==> src/rtl/eth_rx_pkg.sv <==
// Shared types and constants for the receive deframer.
// Assumes the LSB-first CRC-32 convention (reflected register).
package eth_rx_pkg;
    localparam int          LEN_W       = 11;
    localparam logic [31:0] CRC_POLY    = 32'hEDB88320;
    localparam logic [31:0] CRC_INIT    = 32'hFFFFFFFF;
    localparam logic [31:0] CRC_RESIDUE = 32'hDEBB20E3;
    localparam logic [3:0]  SFD_NIB     = 4'hD;

    typedef enum logic [1:0] {
        AS_IDLE = 2'd0,
        AS_PRE  = 2'd1,
        AS_DATA = 2'd2
    } asm_state_t;

    typedef struct packed {
        logic             false_carrier;
        logic             dv_event;
        logic             rx_ok;
        logic             bcast;
        logic             mcast;
        logic             crc_bad;
        logic             dribble;
        logic             code_viol;
        logic             too_long;
        logic             too_short;
        logic [LEN_W-1:0] len;
    } rx_status_t;

    // Advance the reflected CRC-32 register by one byte, LSB first.
    function automatic logic [31:0] crc_byte(input logic [31:0] c, input logic [7:0] b);
        logic [31:0] r;
        r = c;
        for (int i = 0; i < 8; i++) begin
            r = (r[0] ^ b[i]) ? ((r >> 1) ^ CRC_POLY) : (r >> 1);
        end
        return r;
    endfunction
endpackage

==> src/rtl/rx_nib_asm.sv <==
// Nibble front end: finds the delimiter nibble, pairs nibbles into bytes
// and raises one-clock event pulses. Advances only when ce is high.
// Assumes data-valid stays high from preamble to the last data nibble.
module rx_nib_asm
    import eth_rx_pkg::*;
(
    input  logic       clk,
    input  logic       rst_n,
    input  logic       ce,
    input  logic       dv,
    input  logic       er,
    input  logic [3:0] d,
    input  logic       en,
    output logic       sfd_stb,
    output logic       byte_stb,
    output logic [7:0] byte_q,
    output logic       end_stb,
    output logic       end_odd,
    output logic       cv_stb,
    output logic       fc_stb,
    output logic       pre_stb,
    output logic       pass_q
);
    asm_state_t st;
    logic [3:0] lo_q;
    logic       half_q;

    // Framing state machine with registered one-clock event pulses.
    always_ff @(posedge clk) begin
        if (!rst_n) begin
            st       <= AS_IDLE;
            lo_q     <= '0;
            half_q   <= 1'b0;
            sfd_stb  <= 1'b0;
            byte_stb <= 1'b0;
            byte_q   <= '0;
            end_stb  <= 1'b0;
            end_odd  <= 1'b0;
            cv_stb   <= 1'b0;
            fc_stb   <= 1'b0;
            pre_stb  <= 1'b0;
            pass_q   <= 1'b0;
        end else begin
            sfd_stb  <= 1'b0;
            byte_stb <= 1'b0;
            end_stb  <= 1'b0;
            cv_stb   <= 1'b0;
            fc_stb   <= 1'b0;
            pre_stb  <= 1'b0;
            if (ce) begin
                case (st)
                    AS_IDLE: begin
                        if (!dv) begin
                            fc_stb <= er;
                        end else if (d == SFD_NIB) begin
                            st      <= AS_DATA;
                            sfd_stb <= 1'b1;
                            pass_q  <= en;
                            half_q  <= 1'b0;
                        end else begin
                            st <= AS_PRE;
                        end
                    end
                    AS_PRE: begin
                        if (!dv) begin
                            st      <= AS_IDLE;
                            pre_stb <= 1'b1;
                        end else if (d == SFD_NIB) begin
                            st      <= AS_DATA;
                            sfd_stb <= 1'b1;
                            pass_q  <= en;
                            half_q  <= 1'b0;
                        end
                    end
                    AS_DATA: begin
                        if (!dv) begin
                            st      <= AS_IDLE;
                            end_stb <= 1'b1;
                            end_odd <= half_q;
                        end else begin
                            cv_stb <= er;
                            if (!half_q) begin
                                lo_q   <= d;
                                half_q <= 1'b1;
                            end else begin
                                byte_q   <= {d, lo_q};
                                byte_stb <= 1'b1;
                                half_q   <= 1'b0;
                            end
                        end
                    end
                    default: st <= AS_IDLE;
                endcase
            end
        end
    end

    AST_BYTE_NEEDS_CE: assert property (@(posedge clk) disable iff (!rst_n)
        byte_stb |-> $past(ce)) else $error("byte without enable");
    AST_END_NOT_WITH_BYTE: assert property (@(posedge clk) disable iff (!rst_n)
        !(byte_stb && end_stb)) else $error("byte and end together");
endmodule

==> src/rtl/rx_crc32.sv <==
// Byte-wise CRC-32 engine. Reloads on the delimiter, advances per byte,
// reports residue match and the hash slice of the next register value.
module rx_crc32
    import eth_rx_pkg::*;
#(
    parameter int HASH_W = 9
) (
    input  logic              clk,
    input  logic              rst_n,
    input  logic              init,
    input  logic              stb,
    input  logic [7:0]        data,
    output logic              crc_good,
    output logic [HASH_W-1:0] hash_nxt
);
    logic [31:0] crc_q;
    logic [31:0] crc_n;

    // Next register value for the byte now offered.
    always_comb crc_n = crc_byte(crc_q, data);

    // CRC register: preset at the delimiter, advanced on each byte.
    always_ff @(posedge clk) begin
        if (!rst_n)      crc_q <= CRC_INIT;
        else if (init)   crc_q <= CRC_INIT;
        else if (stb)    crc_q <= crc_n;
    end

    assign crc_good = (crc_q == CRC_RESIDUE);
    assign hash_nxt = ~crc_n[HASH_W-1:0];
endmodule

==> src/rtl/rx_frame_track.sv <==
// Per-frame bookkeeping: one-byte holdback for the end mark, byte count,
// address class, hash capture, sticky events and status word assembly.
// Assumes the assembler never raises byte and end pulses together.
module rx_frame_track
    import eth_rx_pkg::*;
#(
    parameter int MIN_LEN  = 64,
    parameter int MAX_LEN  = 1518,
    parameter int DA_BYTES = 6,
    parameter int HASH_W   = 9
) (
    input  logic              clk,
    input  logic              rst_n,
    input  logic              sfd_stb,
    input  logic              byte_stb,
    input  logic [7:0]        byte_q,
    input  logic              end_stb,
    input  logic              end_odd,
    input  logic              cv_stb,
    input  logic              fc_stb,
    input  logic              pre_stb,
    input  logic              pass_q,
    input  logic              crc_good,
    input  logic [HASH_W-1:0] hash_nxt,
    output logic              out_valid,
    output logic              out_sof,
    output logic              out_eof,
    output logic [7:0]        out_data,
    output rx_status_t        stat_q,
    output logic              stat_valid,
    output logic [HASH_W-1:0] hash_q,
    output logic              hash_valid,
    output logic              bcast_q,
    output logic              mcast_q
);
    localparam logic [LEN_W-1:0] CNT_MAX  = '1;
    localparam logic [LEN_W-1:0] LAST_DA  = LEN_W'(DA_BYTES - 1);
    localparam logic [LEN_W-1:0] MIN_L    = LEN_W'(MIN_LEN);
    localparam logic [LEN_W-1:0] MAX_L    = LEN_W'(MAX_LEN);
    localparam logic [LEN_W-1:0] ONE      = LEN_W'(1);

    logic [7:0]       held_q;
    logic             have_held;
    logic [LEN_W-1:0] cnt_q;
    logic             cv_seen, fc_seen, pre_seen;
    logic             da_ones, grp_bit;
    logic             last_ones;
    logic             short_f, long_f, ok_f;

    assign last_ones = da_ones && (byte_q == 8'hFF);
    assign short_f   = cnt_q < MIN_L;
    assign long_f    = cnt_q > MAX_L;
    assign ok_f      = crc_good && !cv_seen && !short_f && !long_f;

    // Byte stream with one-byte holdback so the last byte carries the end mark.
    always_ff @(posedge clk) begin
        if (!rst_n) begin
            held_q <= '0; have_held <= 1'b0;
            out_valid <= 1'b0; out_sof <= 1'b0; out_eof <= 1'b0; out_data <= '0;
        end else begin
            out_valid <= 1'b0; out_sof <= 1'b0; out_eof <= 1'b0;
            if (sfd_stb) begin
                have_held <= 1'b0;
            end else if (byte_stb) begin
                held_q    <= byte_q;
                have_held <= 1'b1;
                if (have_held && pass_q) begin
                    out_valid <= 1'b1;
                    out_data  <= held_q;
                    out_sof   <= (cnt_q == ONE);
                end
            end else if (end_stb) begin
                have_held <= 1'b0;
                if (have_held && pass_q) begin
                    out_valid <= 1'b1;
                    out_data  <= held_q;
                    out_sof   <= (cnt_q == ONE);
                    out_eof   <= 1'b1;
                end
            end
        end
    end

    // Byte counter and in-frame code-violation flag.
    always_ff @(posedge clk) begin
        if (!rst_n) begin
            cnt_q <= '0; cv_seen <= 1'b0;
        end else if (sfd_stb) begin
            cnt_q <= '0; cv_seen <= 1'b0;
        end else begin
            if (byte_stb && cnt_q != CNT_MAX) cnt_q <= cnt_q + ONE;
            if (cv_stb) cv_seen <= 1'b1;
        end
    end

    // Destination address class and hash capture at the last address byte.
    always_ff @(posedge clk) begin
        if (!rst_n) begin
            da_ones <= 1'b0; grp_bit <= 1'b0; bcast_q <= 1'b0; mcast_q <= 1'b0;
            hash_q <= '0; hash_valid <= 1'b0;
        end else begin
            hash_valid <= 1'b0;
            if (sfd_stb) begin
                bcast_q <= 1'b0; mcast_q <= 1'b0;
            end else if (byte_stb && cnt_q <= LAST_DA) begin
                if (cnt_q == '0) begin
                    da_ones <= (byte_q == 8'hFF);
                    grp_bit <= byte_q[0];
                end else begin
                    da_ones <= last_ones;
                end
                if (cnt_q == LAST_DA) begin
                    hash_q     <= hash_nxt;
                    hash_valid <= 1'b1;
                    bcast_q    <= last_ones;
                    mcast_q    <= grp_bit && !last_ones;
                end
            end
        end
    end

    // Sticky between-frame events, cleared when a status word is issued.
    always_ff @(posedge clk) begin
        if (!rst_n) begin
            fc_seen <= 1'b0; pre_seen <= 1'b0;
        end else begin
            fc_seen  <= (fc_seen && !end_stb) || fc_stb;
            pre_seen <= (pre_seen && !end_stb) || pre_stb;
        end
    end

    // Status word assembly at frame end.
    always_ff @(posedge clk) begin
        if (!rst_n) begin
            stat_q <= '0; stat_valid <= 1'b0;
        end else begin
            stat_valid <= end_stb;
            if (end_stb) begin
                stat_q.false_carrier <= fc_seen;
                stat_q.dv_event      <= pre_seen;
                stat_q.rx_ok         <= ok_f;
                stat_q.bcast         <= bcast_q;
                stat_q.mcast         <= mcast_q;
                stat_q.crc_bad       <= !crc_good;
                stat_q.dribble       <= end_odd;
                stat_q.code_viol     <= cv_seen;
                stat_q.too_long      <= long_f;
                stat_q.too_short     <= short_f;
                stat_q.len           <= cnt_q;
            end
        end
    end

    AST_GATED_STREAM: assert property (@(posedge clk) disable iff (!rst_n)
        out_valid |-> $past(pass_q)) else $error("byte of blocked frame");
    AST_CLASS_EXCL: assert property (@(posedge clk) disable iff (!rst_n)
        !(bcast_q && mcast_q)) else $error("broadcast and multicast");
endmodule

==> src/rtl/eth_rx_deframer.sv <==
// Top of the receive deframer: nibble front end, CRC engine and frame
// tracker. Assumes frames are separated by an enabled idle nibble.
module eth_rx_deframer
    import eth_rx_pkg::*;
#(
    parameter int MIN_LEN  = 64,
    parameter int MAX_LEN  = 1518,
    parameter int DA_BYTES = 6,
    parameter int HASH_W   = 9
) (
    input  logic              clk,
    input  logic              rst_n,
    input  logic              rx_ce,
    input  logic              pass_en,
    input  logic              mii_dv,
    input  logic              mii_er,
    input  logic [3:0]        mii_d,
    output logic              rx_valid,
    output logic              rx_sof,
    output logic              rx_eof,
    output logic [7:0]        rx_data,
    output logic [20:0]       stat_word,
    output logic              stat_valid,
    output logic [HASH_W-1:0] hash_out,
    output logic              hash_valid,
    output logic              addr_bcast,
    output logic              addr_mcast
);
    logic              sfd_stb, byte_stb, end_stb, end_odd;
    logic              cv_stb, fc_stb, pre_stb, pass_q;
    logic [7:0]        byte_q;
    logic              crc_good;
    logic [HASH_W-1:0] hash_nxt;
    rx_status_t        stat_q;

    rx_nib_asm u_asm (
        .clk(clk), .rst_n(rst_n), .ce(rx_ce), .dv(mii_dv), .er(mii_er), .d(mii_d),
        .en(pass_en), .sfd_stb(sfd_stb), .byte_stb(byte_stb), .byte_q(byte_q),
        .end_stb(end_stb), .end_odd(end_odd), .cv_stb(cv_stb), .fc_stb(fc_stb),
        .pre_stb(pre_stb), .pass_q(pass_q)
    );

    rx_crc32 #(.HASH_W(HASH_W)) u_crc (
        .clk(clk), .rst_n(rst_n), .init(sfd_stb), .stb(byte_stb), .data(byte_q),
        .crc_good(crc_good), .hash_nxt(hash_nxt)
    );

    rx_frame_track #(
        .MIN_LEN(MIN_LEN), .MAX_LEN(MAX_LEN), .DA_BYTES(DA_BYTES), .HASH_W(HASH_W)
    ) u_trk (
        .clk(clk), .rst_n(rst_n), .sfd_stb(sfd_stb), .byte_stb(byte_stb),
        .byte_q(byte_q), .end_stb(end_stb), .end_odd(end_odd), .cv_stb(cv_stb),
        .fc_stb(fc_stb), .pre_stb(pre_stb), .pass_q(pass_q), .crc_good(crc_good),
        .hash_nxt(hash_nxt), .out_valid(rx_valid), .out_sof(rx_sof),
        .out_eof(rx_eof), .out_data(rx_data), .stat_q(stat_q),
        .stat_valid(stat_valid), .hash_q(hash_out), .hash_valid(hash_valid),
        .bcast_q(addr_bcast), .mcast_q(addr_mcast)
    );

    assign stat_word = stat_q;

    AST_SOF_HAS_VALID: assert property (@(posedge clk) disable iff (!rst_n)
        (rx_sof || rx_eof) |-> rx_valid) else $error("mark without strobe");
    AST_STAT_PULSE: assert property (@(posedge clk) disable iff (!rst_n)
        stat_valid |=> !stat_valid) else $error("status pulse too long");
    AST_HASH_PULSE: assert property (@(posedge clk) disable iff (!rst_n)
        hash_valid |=> !hash_valid) else $error("hash pulse too long");
    AST_LEN_CLASS: assert property (@(posedge clk) disable iff (!rst_n)
        stat_valid |-> !(stat_word[12] && stat_word[11])) else $error("short and long");
    AST_OK_CLEAN: assert property (@(posedge clk) disable iff (!rst_n)
        (stat_valid && stat_word[18]) |-> !(stat_word[15] || stat_word[13] || stat_word[12] || stat_word[11]))
        else $error("ok with fault");
endmodule

==> config.mk <==
export PLATFORM = sky130hd
export DESIGN_NAME = eth_rx_deframer
export DESIGN_NICKNAME = d
export VERILOG_FILES = /design/src/rtl/eth_rx_pkg.sv /design/src/rtl/rx_nib_asm.sv /design/src/rtl/rx_crc32.sv /design/src/rtl/rx_frame_track.sv /design/src/rtl/eth_rx_deframer.sv
export SDC_FILE = /design/constraint.sdc
export NUM_CORES = 1
export LEC_CHECK = 0
export ABC_AREA = 0
export CAP_MARGIN = 20
export CORE_ASPECT_RATIO = 1.1
export CORE_MARGIN = 2
export CORE_UTILIZATION = 40
export DETAILED_ROUTE_END_ITERATION = 8
export RECOVER_POWER = 50
export SLEW_MARGIN = 20
export SYNTH_ARGS = -nofsm -noshare
export SYNTH_HDL_FRONTEND = slang
export SYNTH_HIERARCHICAL = 1
export SYNTH_SLANG_ARGS = --single-unit
==> constraint.sdc <==
create_clock -name clk -period 2.6 [get_ports clk]
set_input_delay 0.26 -clock clk [delete_from_list [all_inputs] [get_ports clk]]
set_output_delay 0.26 -clock clk [all_outputs]
set_load 0.01 [all_outputs]
==> impl_summary.log <==
[metrics] first-pass GRT wire length: 22480 um
[metrics] quantity of I/O buffers inserted on ports: 54
[metrics] Max transition margin: 0.1157
[metrics] largest net degree at the start of global routing: 49
[metrics] number of max-capacitance violations reported: 0
[metrics] share of the clock period used by the worst path: 0.8204
[metrics] floorplan core area: 14450 um^2
[metrics] required arrival time at the worst endpoint: 2.90 ns
[metrics] Worst IR Drop VDD: 0.4013 mV
[metrics] Overall Global Routing Usage: 0.1815
[metrics] cell area after synthesis: 5921 um^2
[metrics] overflow left after global routing: 0
[metrics] total negative setup slack: 0 ns
[metrics] area of the multi-input gates: 3164 um^2
[metrics] Non-Filler Cell Area, Final: 7131 um^2
[metrics] Nets: 645
[metrics] Via-to-Cell Ratio: 5.130
[metrics] Synth Instances: 584
[metrics] number of hold violations in the final report: 0
[metrics] Total Routed Length: 13840 um
[metrics] area after detailed placement: 6559 um^2
[metrics] fillers: 1344
[metrics] number of antenna violations at the first check in global routing: 0
[metrics] path class of the lowest-slack min-delay path: input pin to flop
[metrics] worst clock skew: 0.007245 ns
[metrics] top-area cell type share of the netlist area: 0.4227
[metrics] launch point of the worst reg-to-reg path: u_asm/end_stb
[metrics] final RePlAce weighted congestion: 0.8551
[metrics] sequential cell area fraction in the yosys report: 0.4227
[metrics] Routed WL per cell: 16.54 um
[metrics] TritonCTS clock tree: done
[metrics] overall die height: 131.6 um
[metrics] critical path startpoint: u_asm/end_stb
[metrics] chip width: 120 um
[metrics] EDFF count, synth: 0
[metrics] dominant register cell in the synthesized netlist: dfxtp_1
[metrics] critical setup path kind: flop to flop
[metrics] status: finished, final reports clean
[metrics] clock network latency to the later pin of the worst-skew pair: 0.42 ns
[metrics] total of flip-flops plus latches after synthesis: 125
[metrics] mean post-synth cell area: 10.14 um^2
[metrics] total I/O pin count: 55
[metrics] initial core utilization: 0.4098
[metrics] number of buffers created by CTS: 17
[metrics] signal arrival time at the worst endpoint: 2.43 ns
[metrics] Post-CTS Setup Repair Bufs: 0
[metrics] Via Count: 4294
[metrics] number of clock sinks seen by CTS: 125
[metrics] FF-to-FF setup slack: 0.47 ns
[metrics] CP Cell Sequence: clkbuf_1 -> mux2_2 -> o311a_1
[metrics] via count of the first global-routing pass: 4218
[metrics] critical hold path startpoint: rst_n
[metrics] Tightest Pin Transition: 1.327 ns
[metrics] stage delay of the slowest cell on the critical path: 1.00 ns
[metrics] violation count after the first detailed-route iteration: 381
[metrics] CP Max Fanout: 18
[metrics] Remaining DRCs: 0
[metrics] post-detail-place hpwl: 9876 um
[metrics] fraction of final layout cells with drive strength greater than 1: 0.09612
[metrics] deepest clock path buffer count: 2
[metrics] Area growth syn-to-layout: 20.44%
[metrics] Final min period: 2.133 ns
[metrics] CP startpoint kind: flop
[metrics] clock slew seen by the registers of the worst setup and hold paths: 0.06 ns
[metrics] Unique masters post-synth: 73
[metrics] post_cts resized: 0
[metrics] drt pass-1 iters: 5
[metrics] number of antenna-violating nets in the routed design: 0
[metrics] Power per Cell Area: 613.8 nW/um^2
[metrics] post-placement worst setup slack: 0.7032 ns
[metrics] cts-stage hold buffer count: 0
[metrics] cell row count: 46
[metrics] number of levels the H-tree was split into: 4
[metrics] cell with the largest stage delay on the worst path: clkbuf_1
[metrics] unrepaired setup endpoints after global routing: no
[metrics] Worst setup EP type: flop
[metrics] Yosys warnings: 6
[metrics] area of the die: 15790 um^2
[metrics] total of endpoints with negative setup slack in the final report: 0
[metrics] clock root buffer master: clkbuf_16
[metrics] achievable clock frequency: 0.4688 GHz
[metrics] sequential cell area in the final layout: 2502 um^2
[metrics] total inserted antenna cells: 0
[metrics] Synth async-reset ratio: 0
[metrics] Area contributors post-synth: dfxtp_1 42%, mux2i_1 7.3%, xnor3_1 4.6%
[metrics] final critical-path setup slack: 0.4670 ns
[metrics] fin. max-slew vios: 0
[metrics] syn nets: 597
[metrics] Yosys top cell by area: dfxtp_1
[metrics] leak pwr: 2.800 nW
==> synth_stat cells (8+ instances only) <==
master,count
nand2_1,65
clkbuf_1,20
xor2_1,14
xnor3_1,12
xnor2_1,21
a21boi_0,9
o21ai_0,17
a21oi_1,33
nor2b_1,33
nor2_1,41
nand4_1,8
nand3_1,8
dfxtp_1,125
o211ai_1,9
inv_1,11
mux2i_1,43
nor3_1,11
==> flip-flops by register name, summed over array words and instances, names as in the netlist, 2 cells and up <==
register	count
u_asm/lo_q	4
u_trk/held_q	8
u_crc/crc_q	32
u_asm/st	2
u_asm/byte_q	8
u_trk/stat_q	21
u_trk/cnt_q	11
u_trk/out_data	8
u_trk/hash_q	9
==> worst paths after layout <==
| check | depth (start not counted) | endpoint |
|---|---|---|
| setup / recovery | 3 | u_trk/stat_q[12] |
| hold / removal | 4 | u_trk/mcast_q |
| setup reg to reg | 3 | u_trk/stat_q[12] |
| hold reg to reg | 2 | u_trk/cv_seen |
==> stage by stage <==
step           power (mW)  utilization  hold WS [ns]  instances
5_1_grt             4.530       0.4936        0.4348        837
3_5_place_dp        2.043       0.4540        0.4369        805
2_1_floorplan       2.010            -        0.3981        584
6_report            4.377       0.4936        0.3971        837
3_3_place_gp        2.042       0.4540        0.4209        805
4_1_cts             4.436       0.4954        0.3525        837
==> cells in the final DEF, fill, tap and decap left out, types with 3 or more instances in the layout <==
master,n
clkbuf_1,3
clkbuf_16,17
a21oi_1,33
nand4_1,8
clkinv_4,3
and3_1,3
nand4b_1,5
inv_6,8
o21ai_0,17
nor3_1,11
nor2b_1,33
nand2_1,65
a31oi_1,3
nor2_1,42
buf_4,5
clkdlybuf4s50_1,28
a21boi_0,9
xnor2_2,3
xor2_1,14
o21ai_1,4
dlygate4sd3_1,25
or2b_1,3
mux2i_1,43
nand2b_1,3
ha_1,3
xnor3_1,12
xnor2_1,21
xor3_1,4
inv_1,11
xnor2_4,5
and2_1,5
dfxtp_1,125
o211ai_1,9
nand3_1,8
==> power breakdown <==
part | switching (mW) | internal (mW) | leakage, nW | total, mW
sequential | 0.00302 | 1.92 | 1.01 | 1.92
clock | 0.935 | 1.44 | 0.296 | 2.38
combinational | 0.0459 | 0.0316 | 1.50 | 0.0775
total | 0.984 | 3.39 | 2.80 | 4.38
==> worst max-delay path: cells and delay by family (launching register included) <==
family                 cells  cell delay (ns)
muxes                      1             0.42
buffers and inverters      1             1.00
AOI/OAI and AO/OA          1             0.12
DFF                        1             0.46
==> layer usage <==
metal | GRT usage | vias to the layer above | share of wire
met4 | 0.06667 | 0 | 0.014
met3 | 0.03559 | 17 | 0.030
met2 | 0.3122 | 87 | 0.51
li1 | - | 2122 | -
met5 | 0 | - | 0
met1 | 0.2232 | 2068 | 0.45
==> area by class of cell <==
class / instances / share of cell area
timing repair buffer: 62 / 0.08194
multi-input combinational: 415 / 0.4438
tap: 192 / 0.03369
clock inverter: 15 / 0.02421
sequential: 125 / 0.3509
clock buffer: 17 / 0.05966
inverter: 11 / 0.005790
==> cell families (layout without fill, tap and decap cells) <==
family,after synthesis,after routing,synth area share
compound gates,93,93,0.09869
buf+inv,44,105,0.04036
flops,125,125,0.4227
fa+ha+maj,3,3,0.006340
mux,44,44,0.07460
simple gates,211,211,0.1936
xor+xnor,64,64,0.1638
Note: power is estimated with default switching activity, not from simulation.
